--- src/rtl/dpe_pkg.sv ---
package dpe_pkg;
  typedef enum logic [1:0] {
    ST_IDLE  = 2'd0,
    ST_RUN   = 2'd1,
    ST_DRAIN = 2'd2
  } dpe_state_e;
endpackage

--- src/rtl/dpe_ctrl.sv ---
module dpe_ctrl
  import dpe_pkg::*;
#(
  parameter int MAX_N = 256,
  parameter int CNT_W = $clog2(MAX_N + 1)
) (
  input  logic             clk,
  input  logic             rst_n,
  input  logic             start_i,
  input  logic [CNT_W-1:0] count_i,
  input  logic             pipe_busy_i,
  output logic             accept_o,
  output logic             issue_o,
  output logic [CNT_W-1:0] idx_o,
  output logic             idle_o,
  output logic             finish_o
);
  localparam logic [CNT_W-1:0] LenMax = CNT_W'(MAX_N);

  dpe_state_e       state_q, state_d;
  logic [CNT_W-1:0] k_q, k_d;
  logic [CNT_W-1:0] len_q, len_d;
  logic [CNT_W-1:0] len_clamp;

  assign len_clamp = (count_i > LenMax) ? LenMax : count_i;

  always_comb begin
    state_d  = state_q;
    k_d      = k_q;
    len_d    = len_q;
    accept_o = 1'b0;
    issue_o  = 1'b0;
    finish_o = 1'b0;
    case (state_q)
      ST_IDLE: begin
        if (start_i) begin
          accept_o = 1'b1;
          len_d    = len_clamp;
          k_d      = '0;
          state_d  = (len_clamp == '0) ? ST_DRAIN : ST_RUN;
        end
      end
      ST_RUN: begin
        issue_o = 1'b1;
        k_d     = k_q + 1'b1;
        if (k_q == len_q - 1'b1) state_d = ST_DRAIN;
      end
      ST_DRAIN: begin
        if (!pipe_busy_i) begin
          finish_o = 1'b1;
          state_d  = ST_IDLE;
        end
      end
      default: state_d = ST_IDLE;
    endcase
  end

  always_ff @(posedge clk or negedge rst_n) begin
    if (!rst_n) begin
      state_q <= ST_IDLE;
      k_q     <= '0;
      len_q   <= '0;
    end else begin
      state_q <= state_d;
      if (accept_o || issue_o) k_q <= k_d;
      if (accept_o) len_q <= len_d;
    end
  end

  assign idx_o  = k_q;
  assign idle_o = (state_q == ST_IDLE);

  // a start seen mid-run leaves the latched length untouched
  a_r7_len_kept: assert property (@(posedge clk) disable iff (!rst_n)
    (state_q == ST_RUN && start_i) |=> $stable(len_q));

  // a run never issues beyond MAX_N reads
  a_r4_idx_bound: assert property (@(posedge clk) disable iff (!rst_n)
    issue_o |-> (k_q < LenMax));
endmodule

--- src/rtl/dpe_addr.sv ---
module dpe_addr #(
  parameter int ADDR_W = 10,
  parameter int CNT_W  = 9
) (
  input  logic              clk,
  input  logic              rst_n,
  input  logic              load_i,
  input  logic              issue_i,
  input  logic [ADDR_W-1:0] base_a_i,
  input  logic [ADDR_W-1:0] base_b_i,
  input  logic [CNT_W-1:0]  idx_i,
  output logic [ADDR_W-1:0] addr_a_o,
  output logic [ADDR_W-1:0] addr_b_o
);
  logic [ADDR_W-1:0] base_a_q, base_b_q;
  logic [ADDR_W-1:0] offs;

  always_ff @(posedge clk or negedge rst_n) begin
    if (!rst_n) begin
      base_a_q <= '0;
      base_b_q <= '0;
    end else if (load_i) begin
      base_a_q <= base_a_i;
      base_b_q <= base_b_i;
    end
  end

  assign offs     = ADDR_W'(idx_i);
  assign addr_a_o = base_a_q + offs;
  assign addr_b_o = base_b_q + offs;

  // back-to-back reads step both addresses by one, wrapping
  a_r4_addr_step: assert property (@(posedge clk) disable iff (!rst_n)
    (issue_i && $past(issue_i)) |->
      (addr_a_o == $past(addr_a_o) + 1'b1) && (addr_b_o == $past(addr_b_o) + 1'b1));
endmodule

--- src/rtl/dpe_mac.sv ---
module dpe_mac #(
  parameter int DATA_W = 16,
  parameter int ACC_W  = 32
) (
  input  logic                     clk,
  input  logic                     rst_n,
  input  logic                     clear_i,
  input  logic                     vld_i,
  input  logic signed [DATA_W-1:0] a_i,
  input  logic signed [DATA_W-1:0] b_i,
  output logic signed [ACC_W-1:0]  acc_o,
  output logic                     busy_o
);
  localparam int PROD_W = 2 * DATA_W;

  logic                     v1_q, v2_q;
  logic signed [PROD_W-1:0] prod_d, prod_q;
  logic signed [ACC_W-1:0]  acc_d, acc_q;

  assign prod_d = a_i * b_i;
  assign acc_d  = acc_q + ACC_W'(prod_q);

  always_ff @(posedge clk or negedge rst_n) begin
    if (!rst_n) begin
      v1_q   <= 1'b0;
      v2_q   <= 1'b0;
      prod_q <= '0;
      acc_q  <= '0;
    end else begin
      v1_q <= vld_i;
      v2_q <= v1_q;
      if (v1_q) prod_q <= prod_d;
      if (clear_i)   acc_q <= '0;
      else if (v2_q) acc_q <= acc_d;
    end
  end

  assign acc_o  = acc_q;
  assign busy_o = v1_q | v2_q;

  // with no product entering, the accumulator does not move
  a_r9_acc_idle: assert property (@(posedge clk) disable iff (!rst_n)
    (!v2_q && !clear_i) |=> $stable(acc_q));
endmodule

--- src/rtl/dpe_top.sv ---
module dpe_top #(
  parameter int DATA_W = 16,
  parameter int ACC_W  = 32,
  parameter int ADDR_W = 10,
  parameter int FRAC_W = 8,
  parameter int MAX_N  = 256,
  parameter int CNT_W  = $clog2(MAX_N + 1)
) (
  input  logic                     clk,
  input  logic                     rst_n,
  input  logic                     start_i,
  input  logic [ADDR_W-1:0]        base_a_i,
  input  logic [ADDR_W-1:0]        base_b_i,
  input  logic [FRAC_W-1:0]        fbits_a_i,
  input  logic [FRAC_W-1:0]        fbits_b_i,
  input  logic [CNT_W-1:0]         count_i,
  output logic                     mem_rd_o,
  output logic [ADDR_W-1:0]        addr_a_o,
  output logic [ADDR_W-1:0]        addr_b_o,
  input  logic signed [DATA_W-1:0] data_a_i,
  input  logic signed [DATA_W-1:0] data_b_i,
  output logic                     done_o,
  output logic signed [ACC_W-1:0]  dot_o,
  output logic [FRAC_W:0]          fbits_o
);
  logic [1:0]              rs_q;
  logic                    rst_sn;
  logic                    accept, issue, idle, finish, busy;
  logic [CNT_W-1:0]        idx;
  logic signed [ACC_W-1:0] acc;
  logic [FRAC_W:0]         fsum_q;
  logic                    done_q;
  logic signed [ACC_W-1:0] dot_q;
  logic [FRAC_W:0]         fbits_q;

  always_ff @(posedge clk or negedge rst_n) begin
    if (!rst_n) rs_q <= 2'b00;
    else        rs_q <= {rs_q[0], 1'b1};
  end
  assign rst_sn = rs_q[1];

  dpe_ctrl #(.MAX_N(MAX_N), .CNT_W(CNT_W)) u_ctrl (
    .clk(clk), .rst_n(rst_sn), .start_i(start_i), .count_i(count_i),
    .pipe_busy_i(busy), .accept_o(accept), .issue_o(issue), .idx_o(idx),
    .idle_o(idle), .finish_o(finish)
  );

  dpe_addr #(.ADDR_W(ADDR_W), .CNT_W(CNT_W)) u_addr (
    .clk(clk), .rst_n(rst_sn), .load_i(accept), .issue_i(issue),
    .base_a_i(base_a_i), .base_b_i(base_b_i), .idx_i(idx),
    .addr_a_o(addr_a_o), .addr_b_o(addr_b_o)
  );

  dpe_mac #(.DATA_W(DATA_W), .ACC_W(ACC_W)) u_mac (
    .clk(clk), .rst_n(rst_sn), .clear_i(accept), .vld_i(issue),
    .a_i(data_a_i), .b_i(data_b_i), .acc_o(acc), .busy_o(busy)
  );

  always_ff @(posedge clk or negedge rst_sn) begin
    if (!rst_sn) begin
      fsum_q  <= '0;
      done_q  <= 1'b0;
      dot_q   <= '0;
      fbits_q <= '0;
    end else begin
      done_q <= finish;
      if (accept) fsum_q <= {1'b0, fbits_a_i} + {1'b0, fbits_b_i};
      if (finish) begin
        dot_q   <= acc;
        fbits_q <= fsum_q;
      end
    end
  end

  assign mem_rd_o = issue;
  assign done_o   = done_q;
  assign dot_o    = dot_q;
  assign fbits_o  = fbits_q;

  // done lasts one cycle
  a_r6_done_pulse: assert property (@(posedge clk) disable iff (!rst_sn)
    done_o |=> !done_o);

  // outputs move only alongside done
  a_r8_hold: assert property (@(posedge clk) disable iff (!rst_sn)
    !done_o |-> ($stable(dot_o) && $stable(fbits_o)));

  // an empty request completes one edge after acceptance
  a_r5_zero_len: assert property (@(posedge clk) disable iff (!rst_sn)
    (idle && start_i && count_i == '0) |=> ##1 done_o);

  // done only after the multiply-accumulate pipeline is empty
  a_r5_drained: assert property (@(posedge clk) disable iff (!rst_sn)
    done_o |-> (!busy && !mem_rd_o));
endmodule

--- config.mk ---
export PLATFORM = sky130hd
export DESIGN_NAME = dpe_top
export DESIGN_NICKNAME = d
export VERILOG_FILES = /design/src/rtl/dpe_pkg.sv /design/src/rtl/dpe_ctrl.sv /design/src/rtl/dpe_addr.sv /design/src/rtl/dpe_mac.sv /design/src/rtl/dpe_top.sv
export SDC_FILE = /design/constraint.sdc
export NUM_CORES = 1
export LEC_CHECK = 0
export ABC_AREA = 1
export BUFFER_PORTS_ARGS = -buffer_cell sky130_fd_sc_hd__buf_2
export CAP_MARGIN = 15
export CELL_PAD_IN_SITES_DETAIL_PLACEMENT = 2
export CELL_PAD_IN_SITES_GLOBAL_PLACEMENT = 2
export CORE_ASPECT_RATIO = 1.2
export CORE_UTILIZATION = 33
export DETAILED_ROUTE_END_ITERATION = 12
export MAX_ROUTING_LAYER = met4
export PLACE_DENSITY_LB_ADDON = 0.1
export RECOVER_POWER = 25
export SYNTH_ARGS = -nofsm -noshare
export SYNTH_HDL_FRONTEND = slang
export SYNTH_SLANG_ARGS = --single-unit
--- constraint.sdc ---
create_clock -name clk -period 4.85 [get_ports clk]
set_input_delay 0.2425 -clock clk [delete_from_list [all_inputs] [get_ports clk]]
set_output_delay 0.2425 -clock clk [all_outputs]
set_load 0.1 [all_outputs]
== Yosys cells after proc, flatten, opt, wreduce, memory -nomap -nowiden ==
Index checks and enable logic that the tools add are counted.

* Equality and inequality tests: 6
* Add/subtract/negate cells: 6
* Multiplexer cells: 15
* Bitwise operators: 1
* $mul: 1
* Order comparisons: 1
* Reductions and logical operators: 8

{| class="wikitable"
|+ Operators with widths
! cell !! count
|-
| 32-bit two-way mux || 2
|-
| 32-bit adder || 1
|-
| 16-bit by 16-bit multiplier with 32-bit output || 1
|-
| 10-bit by 9-bit adder with 10-bit output || 2
|-
| 9-bit two-way mux || 2
|-
| 9-bit one-hot mux with 2 select lines || 1
|-
| 8-bit by 8-bit adder with 9-bit output || 1
|-
| 9-bit by 1-bit adder with 9-bit output, second input constant || 1
|-
| 9-bit == test || 1
|-
| 9-bit > comparator, second input constant || 1
|-
| 9-bit zero test || 1
|-
| 3-bit AND reduction || 3
|-
| 9-bit by 1-bit subtractor with 9-bit output, second input constant || 1
|-
| 2-bit two-way mux || 4
|-
| 2-bit one-hot mux with 3 select lines || 1
|-
| 1-bit two-way mux || 5
|-
| 2-bit != test, second input constant || 2
|-
| 2-bit nonzero test || 2
|-
| 2-bit by 1-bit == test with 1-bit output, second input constant || 1
|-
| 2-bit == test, second input constant || 1
|-
| 2-bit zero test || 1
|-
| 2-bit by 1-bit != test with 1-bit output, second input constant || 1
|-
| 1-bit logical OR || 1
|-
| 1-bit OR || 1
|}

* Input bits: 80
* Register bits after elaboration: 159
* Output and inout port bits: 63
* Logic and storage cells: 52

== Longest topological paths before layout ==
Gate-level depths: netlist of run 1.

* Depth after elaboration: 6
* Mapped depth: 29
* Gate-level depth less buffers: 27

== Modules after synthesis ==
A second synthesis of run 1 with hierarchy kept.

* Cells, all modules: 2794
* Area total of the unflattened synthesis: 21050.2 µm²

{| class="wikitable"
|+ Modules (own cells, without submodules)
! module !! sequential area each (µm²) !! area each (µm²) !! cells an instance !! instances
|-
| dpe_mac || 1651.6 || 15620.0 || 2209 || 1
|-
| dpe_top || 1326.3 || 2448.6 || 186 || 1
|-
| dpe_addr || 500.5 || 1679.1 || 214 || 1
|-
| dpe_ctrl || 500.5 || 1302.5 || 185 || 1
|}

== Least setup slack after synthesis of run 1 ==
Ideal clock, no wire load.

* Path kind: input-to-reg
* Start: input data_b_i[6]
* End: register u_mac.prod_q[31]
* Setup slack: -522 ps
* Arrival: 5254 ps
* Path buffers: 2
* Setup time: 118 ps
* Stages: 22
* Cells stage by stage: clkbuf_1 -> clkbuf_1 -> nand2_1 -> fa_1 -> inv_1 -> fa_1 -> inv_1 -> fa_1 -> fa_1 -> fa_1 -> fa_1 -> inv_1 -> ha_1 -> nand2_1 -> nor2_1 -> nand2_1 -> nor3_1 -> nand2_1 -> nand2_1 -> nand3_1 -> nand3_1 -> nand2_1

* Word-level cells in the longest chain between the ends: 1

{| class="wikitable"
|+ RTL lines
! what !! RTL line !! RTL
|-
| from (decl) || dpe_top.sv:21 || <nowiki>input logic signed [DATA_W-1:0] data_b_i,</nowiki>
|-
| 16-bit by 16-bit multiplier with 32-bit output || dpe_mac.sv:20 || <nowiki>assign prod_d = a_i * b_i;</nowiki>
|-
| to (signal assigned) || dpe_mac.sv:32 || <nowiki>if (v1_q) prod_q <= prod_d;</nowiki>
|-
| to (decl) || dpe_mac.sv:17 || <nowiki>logic signed [PROD_W-1:0] prod_d, prod_q;</nowiki>
|}

Every way passes these cells.
A chain may end at the register's enable or synchronous reset.

== Worst setup path in the final report of run 1 ==
* Start: input data_a_i[7]
* End: register u_mac.prod_q[26]

* Word-level cells in the longest chain between the ends: 1

{| class="wikitable"
|+ RTL lines
! what !! RTL line !! RTL
|-
| from (decl) || dpe_top.sv:20 || <nowiki>input logic signed [DATA_W-1:0] data_a_i,</nowiki>
|-
| 16-bit by 16-bit multiplier with 32-bit output || dpe_mac.sv:20 ||
|}

Every way passes these cells.

==> Implementation_results.wiki, run 1 <==
{| class="wikitable"
! Metric !! Value
|-
| Placer's final routability congestion estimate || 0.899
|-
| Number of fill cells in the layout || 7169
|-
| Syn nets || roughly 3300
|-
| Number of global-route vias before repair || around 22000
|-
| Quantity of I/O buffers inserted on ports || 142
|-
| Crit path capture type || register
|-
| Reg-to-reg startpoint || rs_q[1]$_DFF_PN0_
|-
| Highest Clock Rate || just over 0.2 GHz
|-
| Class of the tightest hold or removal check || in2reg
|-
| Result of the run || complete, but fails checks
|-
| Tightest Pin Transition || 3770 ps
|-
| Avg Synthesized Cell Area || 7.27 um2
|-
| CTS max path bufs || 2
|-
| Sinks on the clock net || roughly 160
|-
| Worst-case headroom to the max-slew limit || -152%
|-
| Global-route wire length before repair || 121000 um
|-
| Fraction of final layout cells with drive strength greater than 1 || ~21%
|-
| Antenna viol nets, final || 0
|-
| Most frequently used flop master after synthesis || dfrtp_1
|-
| Worst clock skew || 11.7 ps
|-
| Clk_lat worst skew || 450 ps
|-
| Worst setup path startpoint || data_a_i[7]
|-
| Hold violation total from the final report || 0
|-
| Die area || around 0.064 mm2
|-
| Number of antenna violations at the first check in global routing || 1
|-
| Worst reg2reg setup slack || about 940 ps
|-
| Area of the core region || 0.0619 mm2
|-
| DR pass1 iterations || 4
|-
| Post-place setup slack || -949 ps
|-
| Share of synthesized area occupied by flip-flops and latches || 19.3%
|-
| TritonCTS clock tree || built
|-
| Worst Path Arrival || 5270 ps
|-
| Portion of the clock cycle consumed by the worst path in the final layout || 102%
|-
| Overall track demand over capacity in global routing || 25.0%
|-
| Count of pins on the block boundary || around 140
|-
| Ys Warns || 0
|-
| Final WL || 76900 um
|-
| Area grow syn2layout || 25.1%
|-
| Biggest fanout along the worst timing path || 7
|-
| Capture point of the worst path || u_mac.prod_q[26]$_DFFE_PN0P_
|-
| CTS Root Cell || clkbuf_16
|-
| Overall overflow remaining after global route || 0
|-
| Starting density of the core || 33.3%
|-
| Inserted Clock Buffers || 17
|-
| Pin count of the biggest net entering global routing || between 150 and 200
|-
| DR WL/cell || 19.5 um
|-
| RSZ-0062 raised after global routing || true
|-
| # Max-Cap Violations || 1
|-
| Final max-slew violation count || 158
|-
| Setup slack after layout || -88.6 ps
|-
| Synth async-reset ratio || between 90% and 100%
|-
| Post-route minimum period || 4940 ps
|-
| Number of vias in the routed layout || 19000
|-
| Detailed Place HPWL || 63700 um
|-
| Footprint of the multi-input gates || roughly 0.015 mm2
|-
| FP Rows || 100
|-
| Launching element type of the critical path || primary input
|-
| Post-synthesis instance area || approximately 0.021 mm2
|-
| WP data required || 5180 ps
|-
| Drt drc || 0
|-
| Cells on worst reg2reg path || 1
|-
| Synth Register Bits || 159
|-
| Violations in the final reports || capacitance limit, slew limit, setup timing
|-
| Synth Instances || 2840
|-
| Height of the die || 276 um
|-
| WS Path Type || in2reg
|-
| Register area || around 0.004 mm2
|-
| H-tree depth || 4
|-
| Clock-pin transition on the worst setup and hold timing paths || ~70 ps
|-
| Number of synthesized flops with an enable pin || 0
|-
| Via-per-instance ratio || 4.82
|-
| Number of DRC markers in iteration 0 || 579
|-
| Net count of the finished layout || 3602
|-
| Floorplan die width || 230 um
|-
| Endpoint of the worst register-to-register path || u_mac.prod_q[31]$_DFFE_PN0P_
|-
| Total of endpoints with negative setup slack in the final report || 8
|-
| Number of unique standard cell types used by synthesis || 48
|}
## worst max-delay path: stages
cell and delay [ps]:
buf_8 120, buf_12 130, nand2_1 70, inv_2 40, fa_1 540, inv_2 50
fa_1 470, fa_1 520, fa_1 550, inv_1 60, fa_1 520, fa_1 470
ha_4 390, a21oi_4 90, o21bai_1 250, nand2_1 140, nand2_2 90, buf_4 140
nand2_2 60, nand3_2 90, nand2_1 50, nand3_1 80, nand2_1 70
## area by class of cell
class	instances	share of cell area, %
clock buffers	19	1.72
well taps	816	3.95
inverters	692	10.1
repair buffers	339	10.3
clock inverters	12	0.901
multi-input cells	1906	57.6
diodes	1	0.00969
flip-flops and latches	159	15.4
## flip-flops by register name, summed over array words and instances, names as in the netlist
signal	flops
done_o	1
u_mac.v1_q	1
rs_q	2
u_addr.base_a_q	10
u_mac.prod_q	32
u_addr.base_b_q	10
u_mac.v2_q	1
u_mac.acc_o	32
u_ctrl.state_q	2
dot_o	32
u_ctrl.idx_o	9
fbits_o	9
fsum_q	9
u_ctrl.len_q	9
## logic make-up (layout without fill, tap and decap cells)
logic type / after synthesis / after routing / synth area share, %
flip-flops: 159 / 159 / 19.3
AND/OR/NAND/NOR: 1259 / 1259 / 25.0
other: 1 / 2 / 0.0182
AO/OA/AOI/OAI: 200 / 200 / 5.39
buffers and inverters: 775 / 1062 / 14.2
adder cells (fa/ha/maj): 407 / 407 / 34.4
XOR/XNOR: 38 / 38 / 1.68
multiplexers: 1 / 1 / 0.0485
## through the flow
step / std cells / TNS (ps) / utilization [%] / hold slack, ps / instance area (um2)
5_1_grt: 3944 / -2700 / 41.7 / 22.2 / 25800
2_1_floorplan: 2840 / -493 / - / -53.1 / 21200
6_report: 3944 / -310 / 41.7 / 17.6 / 25800
3_3_place_gp: 3876 / -11480 / 38.2 / 27.7 / 23700
3_5_place_dp: 3877 / -15210 / 38.3 / 31.5 / 23700
4_1_cts: 3935 / -699 / 40.8 / 5.52 / 25300
## cells in the mapped netlist (4+ instances only)
| library cell | number | area, um2 |
|---|---|---|
| nor4_1 | 4 | 25.0 |
| o21ai_0 | 78 | 390 |
| nand2_1 | 930 | 3490 |
| nor2_2 | 12 | 75.1 |
| nand3_1 | 109 | 546 |
| o21ai_1 | 5 | 25.0 |
| nand3b_1 | 7 | 52.6 |
| fa_1 | 266 | 5330 |
| xnor2_1 | 19 | 166 |
| nand4_1 | 27 | 169 |
| inv_1 | 685 | 2570 |
| o21bai_1 | 11 | 82.6 |
| o31ai_1 | 4 | 30.0 |
| nor3_1 | 13 | 65.1 |
| clkbuf_1 | 66 | 248 |
| inv_2 | 7 | 26.3 |
| nor2_1 | 118 | 443 |
| dfrtp_1 | 159 | 3980 |
| or2_2 | 5 | 31.3 |
| ha_1 | 141 | 1760 |
| a21oi_1 | 69 | 345 |
| xor2_1 | 18 | 158 |
| buf_2 | 12 | 60.1 |
| o22ai_1 | 15 | 93.8 |
| nand3_2 | 6 | 60.1 |
| nor3_2 | 4 | 40.0 |
| nand2_2 | 17 | 106 |
## how the worst min path moves through the flow
stage	from	end	slack, ps	cells after the start
after global placement	rst_n	rs_q[0]$_DFF_PN0_	30	1
final	base_b_i[8]	u_addr.base_b_q[8]$_DFFE_PN0P_	20	3
after floorplan	rst_n	rs_q[0]$_DFF_PN0_	-50	0
after global routing	base_b_i[8]	u_addr.base_b_q[8]$_DFFE_PN0P_	20	3
after detailed placement	rst_n	rs_q[0]$_DFF_PN0_	30	1
after CTS	base_b_i[8]	u_addr.base_b_q[8]$_DFFE_PN0P_	6	3
## routing by layer
metal	global-route usage, %	part of all wire [%]	vias up	wire [um]
met4	8.02	3.4	0	2590
met1	26.8	40	9715	30500
met3	1.32	1.3	126	979
met2	48.9	56	234	42900
met5	-	0	-	0
li1	-	-	8930	-
## what timing repair did
item,4_1_cts,5_1_grt
setup endpoints to repair,19,22
hold buffers,8,0
gates resized for setup,177,150
gates cloned,0,1
hold endpoints to repair,9,0
pin swaps,78,88
setup buffers,19,7
## cell usage in the layout (no fill, tap or decap), types with 7 or more instances in the layout
cell / n
a21oi_1: 55
a21oi_2: 11
buf_12: 16
buf_2: 116
buf_4: 156
buf_6: 36
clkbuf_16: 18
dfrtp_1: 158
dlygate4sd3_1: 8
fa_1: 238
fa_2: 28
ha_1: 117
ha_4: 22
inv_1: 644
inv_2: 43
nand2_1: 872
nand2_2: 57
nand2_4: 18
nand3_1: 88
nand3_2: 22
nand3b_1: 7
nand4_1: 27
nor2_1: 88
nor2_2: 18
nor2_4: 25
nor3_1: 7
o21ai_0: 74
o21ai_1: 7
o21bai_1: 10
o22ai_1: 15
xnor2_1: 17
xor2_1: 18
Power of run 1 is left out: the tool's default activity adds up to more than one toggle a clock period on the data nets, which glitch-free logic cannot reach.
==> run 2, diff against run 1 <==
- RECOVER_POWER: 25 -> 100
- TNS_END_PERCENT: unset -> 5
==> run 2 against run 1 <==
The flow still finishes with violations (capacitance limit, slew limit, setup timing); utilization decreased by 1.7 points; largest cell class unchanged; non-clock buffer count decreased by 11; first-iteration DRC count decreased by 17%; critical path type unchanged; register-to-register slack got worse by 310 ps; design area decreased by 4.0%; highest routed layer unchanged; flip-flop and latch count unchanged; critical path depth decreased by 1; sequential share of layout area increased by 0.63 points; maximum frequency increased by 0.16%.
==> Implementation_results.wiki, run 2 (same netlist as run 1, synthesis figures left out) <==
{| class="wikitable"
! Metric !! Value
|-
| Placed Cells incl. Taps || a little under 4000
|-
| Final WL || 74300 um
|-
| Overall track demand over capacity in global routing || approximately a quarter
|-
| Worst reg2reg setup slack || 630 ps
|-
| CTS Root Cell || clkbuf_16
|-
| Die area || approximately 0.064 mm2
|-
| Drt drc || 0
|-
| Highest Clock Rate || roughly 0.2 GHz
|-
| Number of fill cells in the layout || 7259
|-
| Floorplan die width || around 230 um
|-
| Utilization after layout || 40.0%
|-
| Via-per-instance ratio || around 4.8
|-
| WS Path Type || in2reg
|-
| Endpoint of the worst register-to-register path || u_mac.acc_o[8]$_DFFE_PN0P_
|-
| Quantity of I/O buffers inserted on ports || around 140
|-
| Cells on worst reg2reg path || 6
|-
| Hold path depth || 3
|-
| Most common library cell in the layout ignoring fill and taps || nand2_1
|-
| Hold violation total from the final report || 0
|-
| Number of antenna violations at the first check in global routing || 1
|-
| Final max-slew violation count || 217
|-
| # Max-Cap Violations || 3
|-
| Starting density of the core || 33.3%
|-
| Clk_lat worst skew || around 460 ps
|-
| Post-place setup slack || -870 ps
|-
| Startpoint of the most critical hold path || base_b_i[5]
|-
| Overall overflow remaining after global route || 0
|-
| CTS max path bufs || 2
|-
| Sinks on the clock net || 159
|-
| Clock-pin transition on the worst setup and hold timing paths || 70 ps
|-
| Placer's final routability congestion estimate || 0.907
|-
| Total of endpoints with negative setup slack in the final report || 10
|-
| Number of global-route vias before repair || 21800
|-
| Detailed Place HPWL || about 63000 um
|-
| Worst clock skew || 18.7 ps
|-
| Post-route minimum period || 4930 ps
|-
| Portion of the clock cycle consumed by the worst path in the final layout || 102%
|-
| Net count of the finished layout || around 3600
|-
| Class of the tightest hold or removal check || in2reg
|-
| WP data required || 5180 ps
|-
| DR pass1 iterations || 6
|-
| FP Rows || 100
|-
| Pin count of the biggest net entering global routing || 114
|-
| Reg-to-reg startpoint || u_ctrl.state_q[1]$_DFFE_PN0P_
|-
| DR WL/cell || around 19 um
|-
| Register area || around 0.0040 mm2
|-
| Worst Path Arrival || ~5300 ps
|-
| Most frequent cells in the layout || 905 x nand2_1, 674 x inv_1, 255 x fa_1
|-
| Global-route wire length before repair || 118000 um
|-
| Area grow syn2layout || 20.1%
|-
| Worst-case headroom to the max-slew limit || -69.6%
|-
| Violations in the final reports || capacitance limit, slew limit, setup timing
|-
| Inserted Clock Buffers || 17
|-
| Crit path capture type || register
|-
| End of the worst hold path || u_addr.base_b_q[5]$_DFFE_PN0P_
|-
| Footprint of the multi-input gates || between 0.01 and 0.015 mm2
|-
| H-tree depth || 4
|-
| Final Non-Filler Cells || 3934
|-
| Tightest Pin Transition || about 2500 ps
|-
| Number of vias in the routed layout || 18800
|-
| Launching element type of the critical path || primary input
|-
| Count of pins on the block boundary || about 140
|-
| Result of the run || complete, but fails checks
|-
| Height of the die || 276 um
|-
| Fraction of final layout cells with drive strength greater than 1 || 14.1%
|-
| TritonCTS clock tree || built
|-
| Setup slack after layout || -80.5 ps
|-
| Biggest fanout along the worst timing path || 6
|-
| RSZ-0062 raised after global routing || true
|-
| Number of DRC markers in iteration 0 || a little under 500
|-
| Antenna viol nets, final || 0
|-
| Area of the core region || 0.0619 mm2
|}
## run 2: cell count changes in the layout (fill, tap and decap cells not counted), moves of 16 or more
cell and delta:
clkbuf_1 +67, inv_2 -26, fa_2 -17, buf_2 -56, nand3_1 +16, inv_1 +30, nand2_2 -21, buf_6 -28
nand2_1 +33, fa_1 +17
## run 2: final cells by class
type                    instances  share of cell area, %
well taps                     816                   4.12
multi-input cells            1906                   58.0
flip-flops and latches        159                   16.1
inverters                     692                   10.5
diodes                          1                 0.0101
clock inverters                13                  0.520
clock buffers                  19                   1.79
repair buffers                328                   9.04
## run 2: timing repair
| action | 4_1_cts | 5_1_grt |
|---|---|---|
| hold buffers | 16 | 0 |
| resized for setup | 82 | 80 |
| pin swaps | 10 | 46 |
| setup endpoints to repair | 20 | 22 |
| buffers inserted | 3 | 7 |
| hold endpoints to repair | 17 | 0 |
## run 2: critical path, stage by stage
cell and delay (ps):
buf_2 100, clkinvlp_4 120, buf_12 160, buf_6 130, or2_2 290, fa_2 540
fa_1 460, fa_2 560, fa_1 430, fa_1 470, fa_1 490, inv_1 60
ha_4 300, nand2_4 80, nor2_4 100, inv_1 100, nor2_4 150, nand4_1 150
nand3_1 130, nand2_1 50, nand3_1 80, nand2_1 60
## run 2: worst max-delay path by stage
stage / start / endpoint / slack, ps / cells past startpoint
finish: data_b_i[15] / u_mac.prod_q[22]$_DFFE_PN0P_ / -80 / 22
global route: data_b_i[5] / u_mac.prod_q[26]$_DFFE_PN0P_ / -230 / 21
CTS: data_b_i[15] / u_mac.prod_q[26]$_DFFE_PN0P_ / -80 / 23
detailed placement: data_a_i[14] / u_mac.prod_q[21]$_DFFE_PN0P_ / -870 / 24
global placement: data_a_i[9] / u_mac.prod_q[25]$_DFFE_PN0P_ / -790 / 22
floorplan: data_b_i[3] / u_mac.prod_q[31]$_DFFE_PN0P_ / -150 / 22
## run 2: routing by layer
metal / global-route usage (%) / vias up / part of all wire, %
met5: - / - / 0
met4: 7.18 / 0 / 2.6
met3: 1.81 / 99 / 1.5
met2: 48.0 / 199 / 56
met1: 26.7 / 9541 / 40
li1: - / 8930 / -
## run 2: through the flow
stage	setup TNS, ps	hold slack, ps	instance area, um2
floorplan	-2020	-53.1	20800
global placement	-13110	27.5	23400
detailed placement	-15170	28.8	23400
CTS	-652	2.51	24500
global route	-3330	28.0	24800
finish	-322	13.4	24800
Power of run 2 is left out for the same reason.
